$ cat src/rtl/adcr_pkg.sv
package adcr_pkg;
  localparam int PAD_BITS = 6;
  localparam int SPLIT_AT = 8;

  typedef enum logic [2:0] {
    S_IDLE, S_LEAD, S_HIGH, S_LOW, S_GAP, S_TAIL, S_CSHI
  } rd_state_t;
endpackage

$ cat src/rtl/adcr_tick.sv
module adcr_tick #(
  parameter int W = 8
) (
  input  logic         clk,
  input  logic         rst,
  input  logic         clr,
  input  logic         en,
  input  logic [W-1:0] lim,
  output logic         hit
);
  logic [W-1:0] cnt;

  assign hit = en && (cnt == lim - W'(1));

  always_ff @(posedge clk) begin
    if (rst || clr) cnt <= '0;
    else if (en) cnt <= hit ? '0 : cnt + W'(1);
  end
endmodule

$ cat src/rtl/adcr_capture.sv
module adcr_capture #(
  parameter int RESULT_W = 10,
  parameter int PAD      = 6,
  parameter int CNT_W    = 5
) (
  input  logic                clk,
  input  logic                rst,
  input  logic                clr,
  input  logic                take,
  input  logic [CNT_W-1:0]    idx,
  input  logic                din,
  output logic [RESULT_W-1:0] word
);
  always_ff @(posedge clk) begin
    if (rst || clr) word <= '0;
    else if (take) begin
      for (int i = 0; i < RESULT_W; i++)
        if (idx == CNT_W'(PAD + i)) word[RESULT_W-1-i] <= din;
    end
  end
endmodule

$ cat src/rtl/adc_serial_reader.sv
module adc_serial_reader #(
  parameter int          RESULT_W = 10,
  parameter int          DIV_W    = 8,
  parameter int          GAP_W    = 16,
  parameter int          MIN_HALF = 5,
  parameter longint      CLK_HZ   = 200000000
) (
  input  logic                clk,
  input  logic                rst,
  input  logic                start_i,
  input  logic [3:0]          res_i,
  input  logic                split_i,
  input  logic [DIV_W-1:0]    div_i,
  input  logic [GAP_W-1:0]    gap_i,
  input  logic                miso_i,
  output logic                sclk_o,
  output logic                csn_o,
  output logic                fs_o,
  output logic                busy_o,
  output logic                done_o,
  output logic [RESULT_W-1:0] data_o,
  output logic                gap_err_o
);
  import adcr_pkg::*;

  localparam int     CNT_W     = $clog2(PAD_BITS + RESULT_W + 1);
  localparam longint GAP_LIMIT = CLK_HZ / 10000;

  rd_state_t            st;
  logic [DIV_W-1:0]     half_q, half_eff;
  logic [CNT_W-1:0]     nbits_q, bitcnt;
  logic [3:0]           res_eff;
  logic                 split_q;
  logic [GAP_W-1:0]     gap_q;
  logic [DIV_W:0]       ph_lim;
  logic                 ph_en, ph_hit, gap_hit, accept, take;
  logic [RESULT_W-1:0]  acc;

  assign fs_o     = 1'b1;
  assign half_eff = (div_i < DIV_W'(MIN_HALF)) ? DIV_W'(MIN_HALF) : div_i;
  assign res_eff  = (res_i == 4'd0) ? 4'd1 :
                    (32'(res_i) > RESULT_W) ? 4'(RESULT_W) : res_i;
  assign accept   = (st == S_IDLE) && start_i;
  assign take     = (st == S_HIGH) && ph_hit;
  assign ph_en    = (st != S_IDLE) && (st != S_GAP);
  assign ph_lim   = (st == S_CSHI) ? {half_q, 1'b0} : {1'b0, half_q};

  adcr_tick #(.W(DIV_W + 1)) i_phase (
    .clk(clk), .rst(rst), .clr(accept), .en(ph_en), .lim(ph_lim), .hit(ph_hit)
  );

  adcr_tick #(.W(GAP_W)) i_gap (
    .clk(clk), .rst(rst), .clr(accept), .en(st == S_GAP), .lim(gap_q), .hit(gap_hit)
  );

  adcr_capture #(.RESULT_W(RESULT_W), .PAD(PAD_BITS), .CNT_W(CNT_W)) i_cap (
    .clk(clk), .rst(rst), .clr(accept), .take(take), .idx(bitcnt), .din(miso_i), .word(acc)
  );

  always_ff @(posedge clk) begin
    if (rst) begin
      st        <= S_IDLE;
      sclk_o    <= 1'b0;
      csn_o     <= 1'b1;
      busy_o    <= 1'b0;
      done_o    <= 1'b0;
      data_o    <= '0;
      gap_err_o <= 1'b0;
      half_q    <= DIV_W'(MIN_HALF);
      nbits_q   <= '0;
      bitcnt    <= '0;
      split_q   <= 1'b0;
      gap_q     <= '0;
    end else begin
      done_o    <= 1'b0;
      gap_err_o <= (64'(gap_i) > 64'(GAP_LIMIT));
      case (st)
        S_IDLE: if (start_i) begin
          half_q  <= half_eff;
          nbits_q <= CNT_W'(PAD_BITS) + CNT_W'(res_eff);
          split_q <= split_i;
          gap_q   <= gap_i;
          bitcnt  <= '0;
          csn_o   <= 1'b0;
          busy_o  <= 1'b1;
          st      <= S_LEAD;
        end
        S_LEAD: if (ph_hit) begin
          sclk_o <= 1'b1;
          st     <= S_HIGH;
        end
        S_HIGH: if (ph_hit) begin
          sclk_o <= 1'b0;
          bitcnt <= bitcnt + CNT_W'(1);
          st     <= (bitcnt + CNT_W'(1) == nbits_q) ? S_TAIL : S_LOW;
        end
        S_LOW: if (ph_hit) begin
          if (split_q && bitcnt == CNT_W'(SPLIT_AT) && gap_q != '0) begin
            st <= S_GAP;
          end else begin
            sclk_o <= 1'b1;
            st     <= S_HIGH;
          end
        end
        S_GAP: if (gap_hit) begin
          sclk_o <= 1'b1;
          st     <= S_HIGH;
        end
        S_TAIL: if (ph_hit) begin
          csn_o <= 1'b1;
          st    <= S_CSHI;
        end
        S_CSHI: if (ph_hit) begin
          busy_o <= 1'b0;
          done_o <= 1'b1;
          data_o <= acc;
          st     <= S_IDLE;
        end
        default: st <= S_IDLE;
      endcase
    end
  end
endmodule

$ cat config.mk
export PLATFORM = sky130hd
export DESIGN_NAME = adc_serial_reader
export DESIGN_NICKNAME = d
export VERILOG_FILES = /design/src/rtl/adcr_pkg.sv /design/src/rtl/adcr_tick.sv /design/src/rtl/adcr_capture.sv /design/src/rtl/adc_serial_reader.sv
export SDC_FILE = /design/constraint.sdc
export NUM_CORES = 1
export LEC_CHECK = 0
export ABC_AREA = 1
export ABC_CLOCK_PERIOD_IN_PS = 3250
export BUFFER_PORTS_ARGS = -buffer_cell sky130_fd_sc_hd__buf_2
export CAP_MARGIN = 5
export CORE_AREA = 10 10 131 133
export DETAILED_ROUTE_END_ITERATION = 12
export DIE_AREA = 0 0 141 143
export GPL_TIMING_DRIVEN = 0
export PLACE_DENSITY = 0.57
export SETUP_SLACK_MARGIN = 0.05
export SYNTH_ARGS = -nofsm -noshare
export SYNTH_HDL_FRONTEND = slang
export SYNTH_HIERARCHICAL = 1
export SYNTH_SLANG_ARGS = --single-unit
$ cat constraint.sdc
create_clock -name clk -period 3.25 [get_ports clk]
set_input_delay 0.65 -clock clk [delete_from_list [all_inputs] [get_ports clk]]
set_output_delay 0.65 -clock clk [all_outputs]
set_load 0.01 [all_outputs]
# Word level (Yosys, flattened, before mapping)
# Cells that the tools add are included.
# word_totals
reg_bits,88
inputBits,33
out_inout_bits,16
# op_classes
addsub,6
order_cmp,3
n_eq_ne,28
muxes,30
n_bitwise,1
reduce_logical,34
# op_table
op,n
$eq 5x4->1 const B,8
$mux 3,9
$reduce_and 2->1,12
$pmux 3 s7,1
$mux 9,2
$add 16x1->16 const B,1
$eq 16x16->1,1
$gt 16x15->1 const B,1
$mux 16,1
$reduce_bool 16->1,1
$sub 16x1->16 const B,1
$eq 5x3->1 const B,2
$mux 5,2
$ne 2x1->1 const B,5
$pmux 5 s2,1
$add 9x1->9 const B,1
$eq 3x3->1 const B,3
$eq 9x9->1,1
$reduce_and 3->1,3
$sub 9x1->9 const B,1
$lt 8x3->1 const B,1
$mux 1,8
$mux 4,2
$mux 8,1
21 further kinds,33

# Logic depth before layout (Yosys ltp)
# depth
word_depth,7
depth_mapped,25

# Cells and area by module
# The synthesis kept the hierarchy.
# modules_own_cells
module,instances,cells_each,area_each_um2
adc_serial_reader,1,357,2498.6
adcr_tick (i_gap),1,264,1552.7
adcr_tick (i_phase),1,133,777.0
adcr_capture,1,98,565.5

# Least setup slack after synthesis
# No wires, ideal clock.
# synth_path
kind,flip-flop to flip-flop
startpoint,register st[1]
endpoint,register i_cap.word[3]
setup_time_ns,0.064
t_arrival_ns,2.738
t_required_ns,3.186
setup_slack_ns,0.447
path_stages_with_launch,25
path_buffers,1
synth_period_minus_slack_ns,2.803
cell_sequence,dfxtp_1 -> buf_4 -> nand2_1 -> nor2_1 -> inv_1 -> o21ai_0 -> inv_1 -> ha_1 -> nand2_1 -> inv_1 -> nor2_1 -> nand2_1 -> nor2_1 -> nand3_1 -> nor2_1 -> nand2_2 -> inv_1 -> nand2_1 -> clkinv_1 -> inv_1 -> nor2_2 -> nand3_1 -> nand2_1 -> nand2_1 -> nor2_1
# synth_between
elab_chain_cells,7
word_cells_on_any_way,14
# synth_rtl
item,line,rtl
from (decl),adc_serial_reader.sv:29,rd_state_t st;
from (signal assigned),adc_serial_reader.sv:95,st <= (bitcnt + CNT_W'(1) == nbits_q) ? S_TAIL : S_LOW;
$eq 3x3->1,adc_serial_reader.sv:46,"assign ph_lim = (st == S_CSHI) ? {half_q, 1'b0} : {1'b0, half_q};"
$mux 9,adc_serial_reader.sv:46,
net ph_lim[1],adc_serial_reader.sv:35,logic [DIV_W:0] ph_lim;
$sub 9x1->9,adcr_tick.sv:13,assign hit = en && (cnt == lim - W'(1));
$eq 9x9->1,adcr_tick.sv:13,
$logic_and 1x1->1,adcr_tick.sv:13,
net ph_hit,adc_serial_reader.sv:36,"logic ph_en, ph_hit, gap_hit, accept, take;"
$logic_and 1x1->1,adc_serial_reader.sv:44,assign take = (st == S_HIGH) && ph_hit;
net take,adc_serial_reader.sv:36,
$reduce_and 2->1 (no source line),n/a,
"to (signal, indexed assignment)",adcr_capture.sv:18,if (idx == CNT_W'(PAD + i)) word[RESULT_W-1-i] <= din;
to (decl),adcr_capture.sv:12,output logic [RESULT_W-1:0] word
# The timed path passes the listed nets, and every way through them passes these cells.
# A chain may end at the register's enable or synchronous reset.

# Final worst setup path
# Ends and elaborated chain as after synthesis.

==> impl_metrics.yaml <==
floorplanning:
  start_util_pct: 37.4
  fp.coreArea_sq_mm: 0.0144
  io-pin-count: 49
  die_area_sq_mm: 0.0202
  num_rows: 44
  die_h_um: 143
  die_x_um: 141
clock_tree:
  cts_tree: "done"
  clock_latency_ps: 350
  clock_sinks: 88
  clk_path_buf_depth: 2
  cts_root_buf: "clkbuf_16"
  numCtsBuffers: 9
  h-tree-depth: 3
  path_clk_slew_ps: 70
timing:
  hold_viol: 0
  fmax_ghz: 0.346
  finalMaxSlewViolations: 0
  fin_hold_ws_ps: 459
  min_period_over_period_pct: 89.0
  clock_skew_ps: 9.64
  rsz0062_at_grt: "false"
  tightest_slew_ps: 694
  min_period_ps: 2890
  setup_viol: 0
  relSlewSlack_pct: 53.7
yosys:
  synthDistinctLibCells: 44
  synth_ff_type: "dfxtp_1"
  synth-edff-count: 0
  syn_area_per_cell_sq_um: 6.33
  async_flop_share_pct: 0
  syn_area_sq_mm: 0.00539
  synthCells: 852
  yosys_warnings: 6
  synth-seq-cells: 88
  synth_nets: 891
  synth_seq_area_share_pct: 32.7
cells_and_area:
  final_common_cell: "nand2_1"
  num_antenna_cells: 0
  mostFrequentLayoutCells: "nand2_1, inv_1, nor2_1, dfxtp_1, nand3_1"
  final_layout_size_suffix_gt1_share_pct: 15.4
  fillers: 1625
  nets: 954
  areaGrowthSynthToFinish_pct: 15.6
  layoutNonFillerInstCount: 1104
setup_path:
  timing.rr.end: "i_cap/word[3]$_SDFFE_PP0P_"
  worstSetupPathType: "reg -> reg"
  required_ps: 3540
  crit_path_end_kind: "flip-flop"
  crit_chain: "buf_6 > nand2_2 > nor2_4 > inv_2 > o21ai_1 > inv_1 > ha_2 > nor2_1 > nor2_1 > nand2_1 > nor2_2 > nand3_1 > nor2_1 > nand2_2 > inv_4 > nand2_1 > inv_4 > inv_1 > nor2_4 > nand3_1 > nand2_1 > nand2_1 > nor2_1"
  reg2reg_depth: 23
  cp-start-kind: "flip-flop"
  r2r_start: "st[1]$_SDFFE_PP0P_"
  slowest_stage: "ha_2"
  critical_path.endpoint: "i_cap/word[3]$_SDFFE_PP0P_"
  r2r_setup_slack_ps: 360
  worstPathArrival_ps: 3180
  max_stage_delay_ps: 330
  crit_path_start: "st[1]$_SDFFE_PP0P_"
  critPathMaxFanout: 8
placed_design:
  routabilityCongestion: 0.851
  numPortBuffers: 47
  placedCellCount: 1083
  dp_hpwl_mm: 11.3
min_path:
  hold_start: "data_o[3]$_SDFFE_PP0P_"
  hp-class: "reg -> reg"
global_routing:
  grt_max_degree: 16
  grt-ovfl-total: 0
  grt_pass1_wl_mm: 24.4
  grt_use_total_pct: 14.6
  first_global_vias: 4964
  antenna_found_initial: 0
route:
  drt_iter0_markers: 339
  ant_nets: 0
  drc: 0
  first_pass_iters: 4
  post_drt_wl_per_cell_um: 13.3
  num_vias: 5261
  drt_wl_total_mm: 14.6
  viasPerCell: 4.77
power_and_ir_drop:
  leakage_nw: 2.78
  p_per_area_mw_per_mm2: 449
  max-vdd-ir-drop_mv: 0.269
flow_run:
  cap_violations: 0
run_status:
  status: "complete, no violations"
[critical path: cells and delay by family (launching register included)]
kind	cells	cell delay, ps
adders and majority gates	1	330
DFF	1	320
AOI/OAI and AO/OA	1	130
and+or+nand+nor	15	1510
buffers and inverters	6	540
[power by group]
part	switching (mW)	internal (mW)	total (mW)
combinational	0.365	0.191	0.556
clock	0.467	0.601	1.07
sequential	0.0477	1.12	1.17
[final cells by class]
cell class,instances,area [sq um],share of cell area [%]
multi-input cells,621,3070,49.2
clock buffers,10,229,3.67
clock inverters,6,67.6,1.08
well taps,184,230,3.69
flip-flops and latches,88,1760,28.3
inverters,123,468,7.51
plain buffers,20,138,2.21
repair buffers,52,270,4.34
[through the flow]
step                total power [mW]  utilization (%)  setup TNS (ps)  cell area, sq um  setup slack (ps)
floorplan                       1.60                -               0              5390               447
global placement                1.75             40.6           -2530              5860              -281
detailed placement              1.75             40.6           -3690              5860              -366
CTS                             2.83             42.8               0              6170              60.6
global route                    2.97             43.2               0              6230              45.3
finish                          2.80             43.2               0              6230               357
[what timing repair did]
action	4_1_cts	5_1_grt
pin swaps	0	2
resized for setup	5	14
gates cloned	0	1
endpoints found under the setup margin	29	25
hold buffers	0	0
buffers inserted	0	4
[kinds of logic (layout without fill, tap and decap cells)]
| group | Yosys count | in the layout | share of synthesized area [%] |
|---|---|---|---|
| fa+ha+maj | 6 | 6 | 1.39 |
| other cells | 1 | 1 | 0.0695 |
| xor+xnor | 24 | 24 | 3.90 |
| flops | 88 | 88 | 32.7 |
| simple gates | 486 | 486 | 40.5 |
| compound gates | 104 | 104 | 10.5 |
| buf+inv | 143 | 211 | 10.9 |
[sequential cells by signal, indices dropped and copies added, names as in the netlist, 5 cells and up]
register	flops
data_o	10
half_q	8
bitcnt	5
i_phase/cnt	9
gap_q	16
i_gap/cnt	16
nbits_q	5
i_cap/word	10
[worst min-delay path by stage]
stage / endpoint / slack [ps] / cells past startpoint
after floorplan: split_q$_SDFFE_PP0P_ / 430 / 2
after global placement: data_o[7]$_SDFFE_PP0P_ / 450 / 2
after detailed placement: data_o[5]$_SDFFE_PP0P_ / 450 / 2
after CTS: data_o[5]$_SDFFE_PP0P_ / 460 / 2
after global routing: data_o[7]$_SDFFE_PP0P_ / 470 / 2
final: data_o[3]$_SDFFE_PP0P_ / 460 / 2
[Yosys cell counts, types with 2 or more instances]
library cell / n / area share (%)
nand2_1: 226 / 16
inv_1: 111 / 7.7
nor2_1: 110 / 7.7
dfxtp_1: 88 / 33
nand3_1: 77 / 7.1
a21oi_1: 55 / 5.1
o21ai_0: 32 / 3.0
xor2_1: 20 / 3.2
nor2_2: 14 / 1.6
nand4_1: 11 / 1.3
nor3_1: 11 / 1.0
inv_2: 8 / 0.56
nand2_2: 8 / 0.93
buf_2: 6 / 0.56
clkbuf_1: 6 / 0.42
ha_1: 6 / 1.4
a211oi_1: 5 / 0.70
nand3b_1: 5 / 0.70
nor2_4: 5 / 1.0
buf_4: 4 / 0.56
buf_6: 4 / 0.84
xnor2_1: 4 / 0.65
clkinv_1: 3 / 0.21
nor3b_1: 3 / 0.42
or2_2: 3 / 0.35
a221oi_1: 2 / 0.32
a31oi_1: 2 / 0.23
nand3_2: 2 / 0.37
nor3_4: 2 / 0.60
nor3b_2: 2 / 0.46
nor4_1: 2 / 0.23
o211ai_1: 2 / 0.28
o21ai_1: 2 / 0.19
[per-layer routing]
metal / share of wire [%] / global-route usage (%)
met3: 3.0 / 3.65
met2: 47 / 24.3
met1: 48 / 18.5
met5: 0 / 0
met4: 1.6 / 3.70
Note: power is estimated with default switching activity, not from simulation.
